**config.mk**
```make
export PLATFORM = sky130hd
export DESIGN_NAME = usbrx_pid_check
export DESIGN_NICKNAME = d
export VERILOG_FILES = /design/src/rtl/usbrx_pkg.sv /design/src/rtl/usbrx_pid_check.sv
export SDC_FILE = /design/constraint.sdc
export NUM_CORES = 1
export LEC_CHECK = 0
export BUFFER_PORTS_ARGS = -buffer_cell sky130_fd_sc_hd__buf_4
export CAP_MARGIN = 20
export CORE_AREA = 3 3 40 42
export CTS_CLUSTER_SIZE = 20
export DETAILED_ROUTE_END_ITERATION = 8
export DIE_AREA = 0 0 43 45
export PLACE_DENSITY = 0.37
export SYNTH_ARGS = -nofsm -noshare
export SYNTH_HDL_FRONTEND = slang
export SYNTH_SLANG_ARGS = --single-unit
export TNS_END_PERCENT = 100
```
**constraint.sdc**
```tcl
create_clock -name clk -period 1.2 [get_ports clk]
set_clock_uncertainty 0.15 [all_clocks]
set_input_delay 0.24 -clock clk [delete_from_list [all_inputs] [get_ports clk]]
set_output_delay 0.24 -clock clk [all_outputs]
set_load 0.05 [all_outputs]
```
**src/rtl/usbrx_pkg.sv**
```systemverilog
package usbrx_pkg;
  localparam int BYTE_W = 8;
  localparam int NIB_W  = 4;
  localparam int CRC_W  = 16;
  localparam int ERR_W  = 4;

  // flag positions inside the error vector
  localparam int ERR_PID  = 0;
  localparam int ERR_CRC  = 1;
  localparam int ERR_LINE = 2;
  localparam int ERR_OVR  = 3;

  localparam logic [CRC_W-1:0] CRC_SEED     = 16'hFFFF;
  localparam logic [CRC_W-1:0] CRC_POLY_REV = 16'hA001; // reflected x^16+x^15+x^2+1

  // one byte, least significant bit first, reflected register
  function automatic logic [CRC_W-1:0] crc16_byte(input logic [CRC_W-1:0] c_in,
                                                  input logic [BYTE_W-1:0] d);
    logic [CRC_W-1:0] c;
    logic fb;
    c = c_in;
    for (int i = 0; i < BYTE_W; i++) begin
      fb = c[0] ^ d[i];
      c  = c >> 1;
      if (fb) c = c ^ CRC_POLY_REV;
    end
    return c;
  endfunction

  function automatic logic pid_is_data(input logic [NIB_W-1:0] pid);
    return pid[1:0] == 2'b11;
  endfunction
endpackage

```
**src/rtl/usbrx_pid_check.sv**
```systemverilog
module usbrx_pid_check
  import usbrx_pkg::*;
(
  input  logic              clk,
  input  logic              rst_n,
  input  logic              take,
  input  logic [BYTE_W-1:0] din,
  output logic [NIB_W-1:0]  pid,
  output logic              pid_ok
);
  logic [NIB_W-1:0] hi_nib;
  logic [NIB_W-1:0] lo_nib;

  assign hi_nib = din[BYTE_W-1:NIB_W];
  assign lo_nib = din[NIB_W-1:0];

  always_ff @(posedge clk) begin
    if (!rst_n) begin
      pid    <= '0;
      pid_ok <= 1'b0;
    end else if (take) begin
      pid    <= lo_nib;
      pid_ok <= (hi_nib == ~lo_nib);
    end
  end
endmodule

```
==> summary.md <==
| Metric | Value |
|---|---|
| Outcome | completed |
| PwrDens | 1240 nW/µm² |
| Worst EP arrival | 0.77 ns |
| Minimum clock period | 1.16 ns |
| CP bufs+invs | 1 |
| Synthesized cell area | 230 µm² |
| Worst Path Required | 0.81 ns |
| Worst setup EP type | primary output |
| Grt ovf | 0 |
| Vias in the first global route | 230 |
| Slew HR | 91.8% |
| Worst hold path endpoint | pid[3]$_SDFFE_PN0P_ |
| Critical path launch point type | flop |
| HP Class | in -> reg |
| Die H | 45 µm |
| Unrepaired setup endpoints after global routing | false |
| Post-synthesis instance total | 22 |
| Main synth FF type | dfxtp_1 |
| Io pins | 16 |
| Remaining DRCs | 0 |
| Cell chain of the critical path | buf_4 |
| Core area | 1280 µm² |
| Std cell rows | 13 |
| Vias per cell | 3.78 |
| I/O Buffers | 15 |
| CTS tree | built |
| Clock Tree Buf Depth | 2 |
| Wire per inst | 10.2 µm |
| Clk slew on worst S/H paths | 0.05 ns |
| Post-synthesis sequential area ratio | 43.5% |
| Post-Synthesis Net Count | 33 |
| Max Cap Viol | 0 |
| Worst VDD drop | 0.698 mV |
| Crit path max-delay family | flip-flops |
| Antenna diodes | 0 |
| Worst slew pin tran | 0.119 ns |
| R2r setup slk | 0.45 ns |
| First DRT Iteration DRCs | 0 |
| Post-synth top area cell | dfxtp_1 |
| Layout cells sized above 1 | 45.0% |
| Top-count cell post-synth | dfxtp_1 |
| Area delta synth->final | 68.5% |
| Die W | 43 µm |
| Reg-to-Reg End | pid[0]$_SDFFE_PN0P_ |
| Clock Sinks | 5 |
| Async SR Flop Fraction | 0% |
| Top post-synthesis cells by area | dfxtp_1 (43%), mux2i_1 (17%), xor2_1 (15%), nor2b_1 (11%), buf_4 (3.3%) |
| Hold Path Cell Cnt | 2 |
| Final setup violating endpoints | 0 |
| Utilization after layout | 30.2% |
| Path depth of the worst reg2reg path | 2 |
| Routed Antenna Nets | 0 |
| Commonest cells in the netlist | dfxtp_1 (5), mux2i_1 (4), nor2b_1 (4), xor2_1 (4) |
| Synth top area share | 43.5% |
| Number of post-CTS setup repair buffers | 0 |
| GRT Total Usage | 7.43% |
| Nets | 52 |
| Die area | 1940 µm² |
| Initial antenna violation count | 0 |
| Post-CTS Hold Buffers | 0 |
| Fin Setup TNS | 0 ns |
| First-pass GRT wire length | 986 µm |
| Clk root buf | clkbuf_4 |
| Drt total wl | 559 µm |
| Avg Inst Size Synth | 10.5 µm² |
| CP Max Fanout | 2 |
| Initial DRT Pass Iterations | 1 |
| Worst hold start | rst_n |
| Reg-to-Reg Start | pid[0]$_SDFFE_PN0P_ |
| Slowest stage delay, CP | 0.32 ns |
| CP Class | reg -> out |
| Post-synth EDFFs | 0 |
| Slew Limit Fails | 0 |
| DR vias | 208 |
| Tcrit/Tclk final | 96.3% |
| Worst-skew pair later-pin latency | 0.24 ns |
| FF+latch count, synth | 5 |
| Yosys cell types | 9 |
| Yosys Warn Count | 0 |
| Largest net degree at the start of global routing | 7 |
| Routability Congestion | 0.652 |
| Initial Util | 17.9% |
| P_leak | 0.185 nW |
| CP max stage cell | dfxtp_1 |
| Final Hold Viols | 0 |
| Htree depth | 1 |
| Fmax | 865 MHz |
| CTS Buf Count | 3 |
-- kinds of logic (layout without fill, tap and decap cells) --
kind of cell    count (synthesis)  count (layout)  share of synthesized area [%]
buf+inv                         1              19                           3.26
mux                             4               4                           17.4
compound gates                  1               1                           2.17
simple gates                    7               7                           18.5
flops                           5               5                           43.5
xor+xnor                        4               4                           15.2
-- sequential cells by signal, indices dropped and copies added (netlist names) --
| register | count |
|---|---|
| pid | 4 |
| pid_ok | 1 |
-- report_power, final --
part | switching (W) | internal, W
logic | 0.0000566 | 0.0000500
clock network | 0.0000694 | 0.000126
registers | 0.00000456 | 0.000176
total | 0.000131 | 0.000351
-- metrics by stage --
step | setup slack, ns | area [µm²] | hold slack [ns] | cells | total power (W)
CTS | 0.0252 | 380 | 0.105 | 55 | 0.000490
detailed placement | 0.241 | 354 | 0.328 | 51 | 0.000289
floorplan | 0.147 | 230 | 0.218 | 22 | 0.000242
global route | 0.00100 | 388 | 0.118 | 55 | 0.000520
finish | 0.0440 | 388 | 0.109 | 55 | 0.000482
global placement | 0.220 | 354 | 0.324 | 51 | 0.000288
-- routing by layer --
| layer | vias up | GRT usage, % | part of all wire, % |
|---|---|---|---|
| li1 | 108 | - | - |
| met1 | 90 | 7.28 | 38 |
| met2 | 10 | 11.1 | 50 |
| met3 | 0 | 7.57 | 12 |
| met4 | 0 | 1.81 | 0 |
| met5 | - | 0 | 0 |
-- final cells by class --
| cell class | instances | area, µm² |
|---|---|---|
| Tap cell | 15 | 18.8 |
| Clock buffer | 4 | 26.3 |
| Fill cell | 140 | 897 |
| Timing Repair Buffer | 15 | 120 |
| Multi-Input combinational cell | 16 | 123 |
| Sequential cell | 5 | 100 |
-- repair_timing --
| item | CTS | global route |
|---|---|---|
| setup endpoints to repair | 0 | 2 |
| resized for setup | 0 | 2 |
| hold endpoints to repair | 0 | 0 |
-- worst max path at each step --
| stage | from | end | cells after the start |
|---|---|---|---|
| 2_1_floorplan | pid[0]$_SDFFE_PN0P_ | pid[0]$_SDFFE_PN0P_ | 2 |
| 3_3_place_gp | din[3] | pid_ok$_SDFFE_PN0P_ | 4 |
| 3_5_place_dp | din[1] | pid_ok$_SDFFE_PN0P_ | 4 |
| 4_1_cts | pid_ok$_SDFFE_PN0P_ | pid_ok | 1 |
| 5_1_grt | pid[3]$_SDFFE_PN0P_ | pid[3] | 1 |
| 6_report | pid[1]$_SDFFE_PN0P_ | pid[1] | 1 |
-- cell usage in the layout (no fill, tap or decap), drive strengths merged --
cell    Yosys  routed
nand4       1       1
nand3b      1       1
nand2       1       1
mux2i       4       4
xor2        4       4
buf         1      15
nor2b       4       4
o21ai       1       1
dfxtp       5       5
clkbuf      0       4
(Power assumes the default switching activity.)
